### src/rtl/lcd_pwr_pkg.sv
package lcd_pwr_pkg;

    localparam int unsigned NSTEP = 5;

    typedef enum logic [1:0] {
        PS_OFF  = 2'b00,
        PS_ON   = 2'b01,
        PS_BUSY = 2'b10
    } pwr_stat_e;

    typedef enum logic [1:0] {
        S_OFF,
        S_RISE,
        S_FULL,
        S_FALL
    } seq_state_e;

    function automatic int unsigned max5(input int unsigned a, input int unsigned b,
                                         input int unsigned c, input int unsigned d,
                                         input int unsigned e);
        int unsigned m;
        m = a;
        if (b > m) m = b;
        if (c > m) m = c;
        if (d > m) m = d;
        if (e > m) m = e;
        return m;
    endfunction

endpackage

### src/rtl/lcd_pwr_tick.sv
module lcd_pwr_tick #(
    parameter int unsigned CLKS_PER_MS = 100000
) (
    input  logic clk,
    input  logic rst,
    input  logic clr,
    input  logic en,
    output logic tick
);
    localparam int unsigned PRE_W = (CLKS_PER_MS > 1) ? $clog2(CLKS_PER_MS) : 1;
    localparam logic [PRE_W-1:0] LAST = PRE_W'(CLKS_PER_MS - 1);

    logic [PRE_W-1:0] pre;

    always_ff @(posedge clk) begin
        if (rst || clr) begin
            pre <= '0;
        end else if (en) begin
            if (pre == LAST) pre <= '0;
            else             pre <= pre + 1'b1;
        end
    end

    assign tick = en && (pre == LAST);

endmodule

### src/rtl/lcd_pwr_timer.sv
module lcd_pwr_timer #(
    parameter int unsigned CLKS_PER_MS = 100000,
    parameter int unsigned D0 = 400,
    parameter int unsigned D1 = 4,
    parameter int unsigned D2 = 203,
    parameter int unsigned D3 = 17,
    parameter int unsigned D4 = 15
) (
    input  logic       clk,
    input  logic       rst,
    input  logic       load,
    input  logic [2:0] idx,
    output logic       done
);
    localparam int unsigned DMAX = lcd_pwr_pkg::max5(D0, D1, D2, D3, D4);
    localparam int unsigned MS_W = (DMAX < 1) ? 1 : $clog2(DMAX + 1);

    logic [MS_W-1:0] ms;
    logic [MS_W-1:0] ms_init;
    logic            tick;

    always_comb begin
        case (idx)
            3'd0:    ms_init = MS_W'(D0);
            3'd1:    ms_init = MS_W'(D1);
            3'd2:    ms_init = MS_W'(D2);
            3'd3:    ms_init = MS_W'(D3);
            3'd4:    ms_init = MS_W'(D4);
            default: ms_init = '0;
        endcase
    end

    lcd_pwr_tick #(.CLKS_PER_MS(CLKS_PER_MS)) u_tick (
        .clk  (clk),
        .rst  (rst),
        .clr  (load),
        .en   (ms != '0),
        .tick (tick)
    );

    always_ff @(posedge clk) begin
        if (rst)                    ms <= '0;
        else if (load)              ms <= ms_init;
        else if (tick && ms != '0)  ms <= ms - 1'b1;
    end

    assign done = (ms == '0);

    // without a reload the millisecond count only ever steps down by one
    p_count_steps_r2: assert property (@(posedge clk) disable iff (rst)
        (!$past(load) && ms != $past(ms)) |-> (ms == $past(ms) - MS_W'(1)));

endmodule

### src/rtl/lcd_pwr_fsm.sv
module lcd_pwr_fsm
    import lcd_pwr_pkg::*;
(
    input  logic       clk,
    input  logic       rst,
    input  logic       on_req,
    input  logic       off_req,
    input  logic       tdone,
    output logic       load,
    output logic [2:0] idx,
    output logic [2:0] lvl,
    output pwr_stat_e  stat
);
    seq_state_e state, nstate;
    logic [2:0] nlvl;

    // state register
    always_ff @(posedge clk) begin
        if (rst) begin
            state <= S_OFF;
            lvl   <= 3'd0;
        end else begin
            state <= nstate;
            lvl   <= nlvl;
        end
    end

    // transitions and delay selection
    always_comb begin
        nstate = state;
        nlvl   = lvl;
        load   = 1'b0;
        idx    = lvl;
        unique case (state)
            S_OFF: begin
                if (!off_req && on_req) begin
                    nstate = S_RISE;
                    load   = 1'b1;
                    idx    = lvl;
                end
            end
            S_RISE: begin
                if (off_req) begin
                    if (lvl == 3'd0) begin
                        nstate = S_OFF;
                    end else begin
                        nstate = S_FALL;
                        load   = 1'b1;
                        idx    = lvl - 3'd1;
                    end
                end else if (tdone) begin
                    nlvl = lvl + 3'd1;
                    if (lvl == 3'(NSTEP - 1)) begin
                        nstate = S_FULL;
                    end else begin
                        load = 1'b1;
                        idx  = lvl + 3'd1;
                    end
                end
            end
            S_FULL: begin
                if (off_req) begin
                    nstate = S_FALL;
                    load   = 1'b1;
                    idx    = lvl - 3'd1;
                end
            end
            S_FALL: begin
                if (on_req && !off_req) begin
                    if (lvl == 3'(NSTEP)) begin
                        nstate = S_FULL;
                    end else begin
                        nstate = S_RISE;
                        load   = 1'b1;
                        idx    = lvl;
                    end
                end else if (tdone) begin
                    nlvl = lvl - 3'd1;
                    if (lvl == 3'd1) begin
                        nstate = S_OFF;
                    end else begin
                        load = 1'b1;
                        idx  = lvl - 3'd2;
                    end
                end
            end
        endcase
    end

    // status output
    always_comb begin
        unique case (state)
            S_OFF:   stat = PS_OFF;
            S_FULL:  stat = PS_ON;
            default: stat = PS_BUSY;
        endcase
    end

    // the step level only moves when the timer reported an expired delay
    p_step_needs_done_r2: assert property (@(posedge clk) disable iff (rst)
        (lvl != $past(lvl)) |-> $past(tdone));

    // a repeated power-on while fully on leaves the block fully on
    p_full_holds_on_r8: assert property (@(posedge clk) disable iff (rst)
        (state == S_FULL && on_req && !off_req) |=> (state == S_FULL));

endmodule

### src/rtl/lcd_pwr_seq.sv
module lcd_pwr_seq
    import lcd_pwr_pkg::*;
#(
    parameter int unsigned CLKS_PER_MS   = 100000,
    parameter int unsigned DLY_PANEL_MS  = 400,
    parameter int unsigned DLY_DATA_MS   = 4,
    parameter int unsigned DLY_BLVDD_MS  = 203,
    parameter int unsigned DLY_PWM_MS    = 17,
    parameter int unsigned DLY_BLEN_MS   = 15
) (
    input  logic       clk,
    input  logic       rst,
    input  logic       pwr_on_req,
    input  logic       pwr_off_req,
    output logic       panel_vdd_en,
    output logic       pix_data_en,
    output logic       bl_vdd_en,
    output logic       bl_pwm_en,
    output logic       bl_en,
    output logic       lvds_shdn_n,
    output logic [1:0] pwr_state
);
    logic       load;
    logic       tdone;
    logic [2:0] idx;
    logic [2:0] lvl;
    pwr_stat_e  stat;

    lcd_pwr_fsm u_fsm (
        .clk     (clk),
        .rst     (rst),
        .on_req  (pwr_on_req),
        .off_req (pwr_off_req),
        .tdone   (tdone),
        .load    (load),
        .idx     (idx),
        .lvl     (lvl),
        .stat    (stat)
    );

    lcd_pwr_timer #(
        .CLKS_PER_MS (CLKS_PER_MS),
        .D0          (DLY_PANEL_MS),
        .D1          (DLY_DATA_MS),
        .D2          (DLY_BLVDD_MS),
        .D3          (DLY_PWM_MS),
        .D4          (DLY_BLEN_MS)
    ) u_timer (
        .clk  (clk),
        .rst  (rst),
        .load (load),
        .idx  (idx),
        .done (tdone)
    );

    // rail decode from the step level
    always_comb begin
        panel_vdd_en = (lvl >= 3'd1);
        pix_data_en  = (lvl >= 3'd2);
        bl_vdd_en    = (lvl >= 3'd3);
        bl_pwm_en    = (lvl >= 3'd4);
        bl_en        = (lvl >= 3'd5);
        lvds_shdn_n  = (lvl >= 3'd2);
        pwr_state    = stat;
    end

    // never more than one enable moves per clock
    p_one_change_r11: assert property (@(posedge clk) disable iff (rst)
        $countones({panel_vdd_en, pix_data_en, bl_vdd_en, bl_pwm_en, bl_en} ^
                   $past({panel_vdd_en, pix_data_en, bl_vdd_en, bl_pwm_en, bl_en})) <= 1);

    // fully-on status only with every enable up, fully-off only with all down
    p_on_means_all_r6: assert property (@(posedge clk) disable iff (rst)
        (pwr_state == 2'b01) |-> (panel_vdd_en && pix_data_en && bl_vdd_en && bl_pwm_en && bl_en));

    p_off_means_none_r6: assert property (@(posedge clk) disable iff (rst)
        (pwr_state == 2'b00) |-> !(panel_vdd_en || pix_data_en || bl_vdd_en || bl_pwm_en || bl_en || lvds_shdn_n));

    // both requests together while off keep the block off
    p_off_wins_r10: assert property (@(posedge clk) disable iff (rst)
        (pwr_state == 2'b00 && pwr_on_req && pwr_off_req) |=> (pwr_state == 2'b00));

endmodule

### config.mk
export PLATFORM = sky130hd
export DESIGN_NAME = lcd_pwr_seq
export DESIGN_NICKNAME = d
export VERILOG_FILES = /design/src/rtl/lcd_pwr_pkg.sv /design/src/rtl/lcd_pwr_tick.sv /design/src/rtl/lcd_pwr_timer.sv /design/src/rtl/lcd_pwr_fsm.sv /design/src/rtl/lcd_pwr_seq.sv
export SDC_FILE = /design/constraint.sdc
export NUM_CORES = 1
export LEC_CHECK = 0
export CORE_UTILIZATION = 35
export DETAILED_ROUTE_END_ITERATION = 10
export PLACE_DENSITY = 0.57
export SYNTH_ARGS = -nofsm -noshare
export SYNTH_HDL_FRONTEND = slang
export SYNTH_SLANG_ARGS = --single-unit
export TNS_END_PERCENT = 20
### constraint.sdc
create_clock -name clk -period 3.4 [get_ports clk]
set_clock_uncertainty 0.1 [all_clocks]
set_input_delay 0.68 -clock clk [delete_from_list [all_inputs] [get_ports clk]]
set_output_delay 0.68 -clock clk [all_outputs]
set_load 0.02 [all_outputs]
==> results of run 1 <==
## worst max-delay path: stages, from the launching register on
cell and delay [ns]:
sky130_fd_sc_hd__dfxtp_1 0.65, sky130_fd_sc_hd__inv_1 0.19, sky130_fd_sc_hd__nor2_1 0.25, sky130_fd_sc_hd__clkdlybuf4s50_1 0.65
## per-layer routing
layer  vias to the layer above  part of all wire (%)
li1                        986                     -
met1                       927                    51
met2                        62                    44
met3                         2                   4.2
met4                         0                  0.30
met5                         -                     0
## cell type report
| class | instances | area [µm²] | area share [%] |
|---|---|---|---|
| multi-input combinational | 212 | 1474 | 58.72 |
| sequential | 31 | 620.6 | 24.73 |
| timing repair buffer | 18 | 162.7 | 6.481 |
| tap | 75 | 93.84 | 3.739 |
| clock buffer | 6 | 82.58 | 3.290 |
| inverter | 11 | 41.29 | 1.645 |
| clock inverter | 2 | 35.03 | 1.396 |
## registers in the layout, indices dropped and copies added, names as in the netlist
register,cells
u_timer.u_tick.pre,17
u_timer.ms,9
u_fsm.lvl,3
u_fsm.state,2
## layout by cell type (no fill, tap or decap), types with 2 or more instances in the layout
cell type	synthesis	layout
sky130_fd_sc_hd__nor2_1	34	34
sky130_fd_sc_hd__dfxtp_1	31	31
sky130_fd_sc_hd__xnor2_1	15	15
sky130_fd_sc_hd__nand2_1	13	13
sky130_fd_sc_hd__nand2b_1	12	12
sky130_fd_sc_hd__a21oi_1	12	12
sky130_fd_sc_hd__xor2_1	12	12
sky130_fd_sc_hd__inv_1	11	11
sky130_fd_sc_hd__ha_1	11	11
sky130_fd_sc_hd__clkdlybuf4s50_1	0	11
sky130_fd_sc_hd__nand3_1	9	9
sky130_fd_sc_hd__nand4_1	7	7
sky130_fd_sc_hd__buf_4	3	7
sky130_fd_sc_hd__mux2i_1	6	6
sky130_fd_sc_hd__nor3_1	6	6
sky130_fd_sc_hd__clkbuf_8	0	6
sky130_fd_sc_hd__o21ai_0	5	5
sky130_fd_sc_hd__nor2b_1	4	4
sky130_fd_sc_hd__a31oi_1	4	4
sky130_fd_sc_hd__or3_1	4	4
sky130_fd_sc_hd__and4_1	4	4
sky130_fd_sc_hd__and2_1	3	3
sky130_fd_sc_hd__and3_1	3	3
sky130_fd_sc_hd__a211oi_1	3	3
sky130_fd_sc_hd__a211o_1	2	2
sky130_fd_sc_hd__a311oi_1	2	2
sky130_fd_sc_hd__and2_0	2	2
sky130_fd_sc_hd__nand3b_1	2	2
sky130_fd_sc_hd__a21boi_0	2	2
sky130_fd_sc_hd__nor4_1	2	2
sky130_fd_sc_hd__a32o_1	2	2
sky130_fd_sc_hd__o211ai_1	2	2
sky130_fd_sc_hd__nor3b_1	2	2
sky130_fd_sc_hd__a22oi_1	2	2
## power by group
part,total [mW],internal [mW],switching [mW]
logic,0.331,0.138,0.193
clock network,0.384,0.237,0.146
registers,0.410,0.383,0.0264
## kinds of logic (layout without fill, tap and decap cells)
family | after synthesis | in the layout
AOI/OAI and AO/OA | 51 | 51
xor gates and xnor gates | 27 | 27
adders and majority gates | 11 | 11
buffers and inverters | 29 | 37
DFF | 31 | 31
muxes | 6 | 6
and+or+nand+nor | 117 | 117
## path summary, 6_finish.rpt
path	cells after the start	endpoint	startpoint	slack (ns)
max	3	pwr_state[0]	u_fsm.state[1]	0.59
min	2	u_timer.u_tick.pre[16]	u_timer.u_tick.pre[16]	0.42
max reg2reg	8	u_timer.u_tick.pre[9]	u_timer.ms[0]	0.71
min reg2reg	2	u_timer.u_tick.pre[16]	u_timer.u_tick.pre[16]	0.42
## per-stage QoR
stage | hold slack [ns] | power [mW]
finish | 0.4228 | 1.124
global route | 0.4879 | 1.190
CTS | 0.4278 | 1.133
detailed placement | 0.4074 | 0.7443
global placement | 0.4011 | 0.7463
floorplan | 0.3759 | 0.6720
==> results.md, run 1 <==
- Outcome: complete, no violations
- Netlist Area Pre-Place: 0.002227 mm²
- List of most frequent post-synthesis cells: sky130_fd_sc_hd__nor2_1, sky130_fd_sc_hd__dfxtp_1, sky130_fd_sc_hd__xnor2_1
- Total instance count after detailed placement: approximately 350
- Sum Neg Setup Slack: 0 ns
- Overall routing resource usage: ~17%
- Adder-cell area share of the yosys netlist: between 6 and 7%
- Io pins: 12
- Cell at the root of the clock tree: sky130_fd_sc_hd__clkbuf_8
- Diode insertion count for antenna repair: 0
- Post-synth ARST share: 0%
- Drt drc: 0
- # rows: 28
- Met3 capacity usage during global routing: under 10%
- Post-Synthesis Net Count: roughly 290
- Number of cells in the finished layout apart from fillers: 355
- Average via count per standard cell: roughly 5.6
- Share of the synthesized area in the top cell type: between 20 and 30%
- Post-synth EDFFs: 0
- Total of cells resized after clock tree synthesis: 0
- Initial core utilization: 36.96%
- Basic-gate share of the synthesized area counting and, or, nand and nor cells: 29.61%
- Ys flop type: sky130_fd_sc_hd__dfxtp_1
- Critical path start-end classification: register to output port
- Clock sink total: 31
- Via total after detailed routing: between 1500 and 2000
- Cell types occupying the most area after synthesis: sky130_fd_sc_hd__dfxtp_1, sky130_fd_sc_hd__ha_1, sky130_fd_sc_hd__xnor2_1
- Endpoint kind of the worst setup timing path: output port
- Syn_area_per_cell: ~8 µm²
- Chip Height: 81.77 µm
- Fill count: ~620
- Count of final hold-check violations: 0
- Worst-case setup slack after placement: roughly 0.39 ns
- TritonCTS Buffers: 5
- Complex-gate fraction of the synthesized area: between 15 and 20%
- Sequential area share after synthesis: about 28%
- Distinct cell type count of the synthesized netlist: between 60 and 70
- Static power due to leakage: between 0.9 and 1 nW
- Clock transition time at the flip-flop clock pins of the worst setup and hold paths: approximately 0.070 ns
- Area of placed instances: between 0.002 and 0.0025 mm²
- Sum of routed wire length over all layers: between 5000 and 6000 µm
- Max-slew headroom: between 60% and 70%
- Fraction of the core area covered by cells at the end of the flow: about two fifths
- Pins over their slew limit: 0
- Detailed placer's ending HPWL: about 3800 µm
- Clock tree from TritonCTS: yes
- Share of post-route cells with drive strength above 1: between 8 and 9%
- Clock tree buffer depth: 2
- Total iterations of the first detailed-routing run: 4
- Post-route fraction of the period consumed by the critical path: around 83%
- Number of nets at the end of the flow: 294
- Endpoint required time on the critical path: roughly 2.6 ns
- Post-synthesis sequential element count: 31
- Clock Latency Late Sink: between 0.2 and 0.3 ns
- Final ANT Viol Nets: 0
- Global-route wire length before repair: ~8900 µm
- Overflow left after global routing: 0
- Die Footprint: roughly 0.0067 mm²
- Setup Fix Bufs, Post-CTS: 0
- Met2 usage in global routing: approximately 25%
- Final setup slack of the worst path: between 0.5 and 0.6 ns
- Unrepaired setup endpoints after global routing: no
- Horizontal die dimension: around 82 µm
- Detailed Route Iter0 Violations: between 200 and 250
- Clock period minus final worst setup slack: between 2 and 3 ns
- Largest family of logic cells by synthesized area: simple AND/OR/NAND/NOR gates
- Met1 Track Usage GR: 25.44%
- Data arrival at the endpoint of the critical path: 2.03 ns
- Avg WL per Cell: 14.79 µm
- Last weighted congestion value of the routability-driven placer: 0.8642
- Number of endpoints failing setup at the final stage: 0
- Class of the worst hold path: register to register
- Port Buf Inserts: 11
- Final Cell Area: between 0.002 and 0.003 mm²
- Layout overhead on the synthesized area: 12.70%
- Worst Path Max Fanout: 17
- Number of instances in the synthesized netlist: approximately 270
- Most frequently used cell type in the post-synthesis netlist: sky130_fd_sc_hd__nor2_1
- Worst vdd ir: about 0.00028 V
- Most used routing layer in global routing: met1
- Type of element launching the critical path: register
- Tightest Pin Transition: ~0.57 ns
- Count of yosys warnings during synthesis: 0
- Areal power density over the cells: between 400 and 500 mW/mm²
- Library cell with the largest summed area after synthesis: sky130_fd_sc_hd__dfxtp_1
- Depth of the CTS H-tree: 2
- Maximum clock frequency: about 0.36 GHz
- Maximum Capacitance Violations: 0
- Std-Cell Core Area: between 0.006 and 0.007 mm²
- Antenna violations before repair: 0
- Proportion of synthesized area in mux cells: 2.697%
- Via count of the first global-routing pass: 1821
- Xor-xnor portion of the synthesized cell area: 10.62%
- Post-cts hold buffer count: 0
- Largest net degree at the start of global routing: 23
Note: power is estimated with default switching activity, not from simulation.
==> inputs of run 2 (changes only) <==
- clock period: 3.4 -> 2.7 ns (I/O delays scaled with it)
==> results.md, run 2 (synthesis gave the netlist of run 1 again) <==
- Crit path capture: bl_vdd_en (was pwr_state[0])
- Detailed Route Iter0 Violations: 240 (was 206)
- Endpoint of the worst register-to-register path: u_timer.ms[0] (was u_timer.u_tick.pre[9])
- Horizontal die dimension: 81.77 µm (unchanged)
- Clock transition time at the flip-flop clock pins of the worst setup and hold paths: 0.07 ns (about the same)
- Die Footprint: 0.006686 mm² (unchanged)
- Count of final hold-check violations: 0 (unchanged)
- Pins over their slew limit: 0 (unchanged)
- Share of post-route cells with drive strength above 1: 15.05% (was 8.929%)
- Detailed placer's ending HPWL: 4060 µm (was 3759 µm)
- Number of endpoints failing setup at the final stage: 0 (unchanged)
- Static power due to leakage: 1.007 nW (was 0.9194 nW)
- Minimum setup slack among reg-to-reg paths: 0.29 ns (was 0.71 ns)
- Layout overhead on the synthesized area: 19.27% (was 12.70%)
- Overall routing resource usage: 17.50% (was 17.40%)
- Maximum clock frequency: about 0.39 GHz
- Critical path start-end classification: register to output port (unchanged)
- Worst-case setup slack after placement: -0.01025 ns (was 0.3906 ns)
- Overflow left after global routing: 0 (unchanged)
- Tightest Pin Transition: 0.4577 ns (was 0.5700 ns)
- Clock period minus final worst setup slack: 2.563 ns
- Max-slew headroom: 69.39% (was 61.95%)
- Initial core utilization: 36.96% (unchanged)
- Fill count: 640 (was 621)
- Largest register by flop count: u_timer.u_tick.pre (unchanged)
- Worst Path Max Fanout: 7 (was 17)
- Sum of routed wire length over all layers: 5375 µm (was 5251 µm)
- Data arrival at the endpoint of the critical path: 1.92 ns (was 2.03 ns)
- Global-route wire length before repair: 9080 µm (was 8928 µm)
- Number of nets at the end of the flow: 314 (was 294)
- Via total after detailed routing: 2030 (was 1977)
- Antenna violations before repair: 0 (unchanged)
- Final ANT Viol Nets: 0 (unchanged)
- Depth of the CTS H-tree: 2 (unchanged)
- Final setup slack of the worst path: 0.1374 ns (was 0.5925 ns)
- Areal power density over the cells: 520.5 mW/mm² (was 447.8 mW/mm²)
- Via count of the first global-routing pass: 1895 (was 1821)
- Number of flip-flops under the largest register name: 17 (unchanged)
- Endpoint kind of the worst setup timing path: output port (unchanged)
- Diode insertion count for antenna repair: 0 (unchanged)
- Port Buf Inserts: 11 (unchanged)
- Unrepaired setup endpoints after global routing: no (unchanged)
- Cell at the root of the clock tree: sky130_fd_sc_hd__clkbuf_8 (unchanged)
- Std-Cell Core Area: 0.006026 mm² (unchanged)
- TritonCTS Buffers: 5 (unchanged)
- Reg2Reg Launch Point: u_timer.ms[0] (unchanged)
- Drt drc: 0 (unchanged)
- Clock Latency Late Sink: 0.28 ns (about the same)
- Clock tree buffer depth: 2 (unchanged)
- Last weighted congestion value of the routability-driven placer: 0.9081 (was 0.8642)
- Type of element launching the critical path: register (unchanged)
- Leading cell type in the layout, fill and taps excluded: sky130_fd_sc_hd__nor2_1 (unchanged)
- Post-cts hold buffer count: 0 (unchanged)
- Outcome: complete, no violations (unchanged)
- Avg WL per Cell: 14.37 µm (was 14.79 µm)
- Leading cell types in the layout, fill and taps excluded: sky130_fd_sc_hd__nor2_1, sky130_fd_sc_hd__dfxtp_1, sky130_fd_sc_hd__buf_4 (was sky130_fd_sc_hd__nor2_1, sky130_fd_sc_hd__dfxtp_1, sky130_fd_sc_hd__xnor2_1)
- Clock sink total: 31 (unchanged)
- # rows: 28 (unchanged)
- Class of the worst hold path: register to register (unchanged)
- Io pins: 12 (unchanged)
- Leading registers by flop count: u_timer.u_tick.pre (17), u_timer.ms (9), u_fsm.lvl (3) (unchanged)
- Post-route fraction of the period consumed by the critical path: 94.91%
- Maximum Capacitance Violations: 0 (unchanged)
- Average via count per standard cell: 5.428 (was 5.569)
- Total power: 1.383 mW (was 1.124 mW)
- Total iterations of the first detailed-routing run: 4 (unchanged)
- Chip Height: 81.77 µm (unchanged)
- Clock tree from TritonCTS: yes (unchanged)
- Largest net degree at the start of global routing: 17 (was 23)
- Worst vdd ir: 0.0002064 V (was 0.0002836 V)
- Endpoint required time on the critical path: 2.06 ns (was 2.62 ns)
- Path depth of the worst reg2reg path: 9 (was 8)
- Worst setup path startpoint: u_fsm.lvl[0] (was u_fsm.state[1])
==> run 2: cell types whose count changed in the layout (fill, tap and decap cells not counted) <==
| cell | delta |
|---|---|
| sky130_fd_sc_hd__buf_4 | +18 |
| sky130_fd_sc_hd__buf_12 | +2 |
| sky130_fd_sc_hd__bufinv_16 | -1 |
| sky130_fd_sc_hd__dfxtp_1 | -1 |
| sky130_fd_sc_hd__dfxtp_2 | +1 |
==> run 2: critical path, cell delays in order, from the launching register on <==
cell and delay (ns):
sky130_fd_sc_hd__dfxtp_1 0.31, sky130_fd_sc_hd__buf_4 0.17, sky130_fd_sc_hd__ha_1 0.20, sky130_fd_sc_hd__ha_1 0.17
sky130_fd_sc_hd__a211o_1 0.26, sky130_fd_sc_hd__clkdlybuf4s50_1 0.53
==> run 2: how the worst min path moves through the flow <==
stage	depth (start not counted)	to	startpoint	slack, ns
3_5_place_dp	2	u_timer.u_tick.pre[16]	u_timer.u_tick.pre[16]	0.41
6_report	2	u_timer.u_tick.pre[16]	u_timer.u_tick.pre[16]	0.44
4_1_cts	2	u_timer.u_tick.pre[16]	u_timer.u_tick.pre[16]	0.43
2_1_floorplan	2	u_timer.u_tick.pre[16]	u_timer.u_tick.pre[16]	0.38
3_3_place_gp	2	u_timer.u_tick.pre[16]	u_timer.u_tick.pre[16]	0.40
5_1_grt	2	u_timer.u_tick.pre[14]	u_timer.u_tick.pre[14]	0.47
==> run 2: routing by layer <==
| metal | GRT usage, % | vias up | share of wire, % |
|---|---|---|---|
| li1 | - | 1020 | - |
| met1 | 25.49 | 971 | 52 |
| met2 | 25.95 | 35 | 44 |
| met3 | 4.000 | 4 | 3.9 |
| met4 | 3.684 | 0 | 0.35 |
| met5 | 0 | - | 0 |
==> run 2: layout make-up <==
class                           instances  area, µm²  area share [%]
Multi-Input combinational cell        212       1474           55.49
Inverter                               11      41.29           1.554
Tap cell                               75      93.84           3.533
Sequential cell                        31      621.8           23.41
Clock inverter                          1      5.005          0.1884
Clock buffer                            6      82.58           3.109
Timing Repair Buffer                   38      337.8           12.72
==> run 2: through the flow <==
step | std cells | TNS [ns] | cell area [µm²] | util, % | hold WS [ns]
6_report | 374 | 0 | 2656 | 44.08 | 0.4373
5_1_grt | 374 | 0 | 2656 | 44.08 | 0.4693
4_1_cts | 374 | 0 | 2655 | 44.06 | 0.4284
3_5_place_dp | 367 | -0.06003 | 2567 | 42.61 | 0.4075
3_3_place_gp | 367 | 0 | 2567 | 42.61 | 0.4027
2_1_floorplan | 272 | 0 | 2227 | - | 0.3759
==> run 2: power by group <==
part	total [mW]	internal, mW	switching (mW)
Sequential	0.514	0.483	0.0313
Clock	0.368	0.200	0.169
Combinational	0.500	0.238	0.262
Total	1.38	0.921	0.462
==> run 2: timing repair <==
| action | 4_1_cts | 5_1_grt |
|---|---|---|
| setup endpoints to repair | 0 | 1 |
| buffers inserted | 0 | 0 |
| gates resized for setup | 0 | 1 |
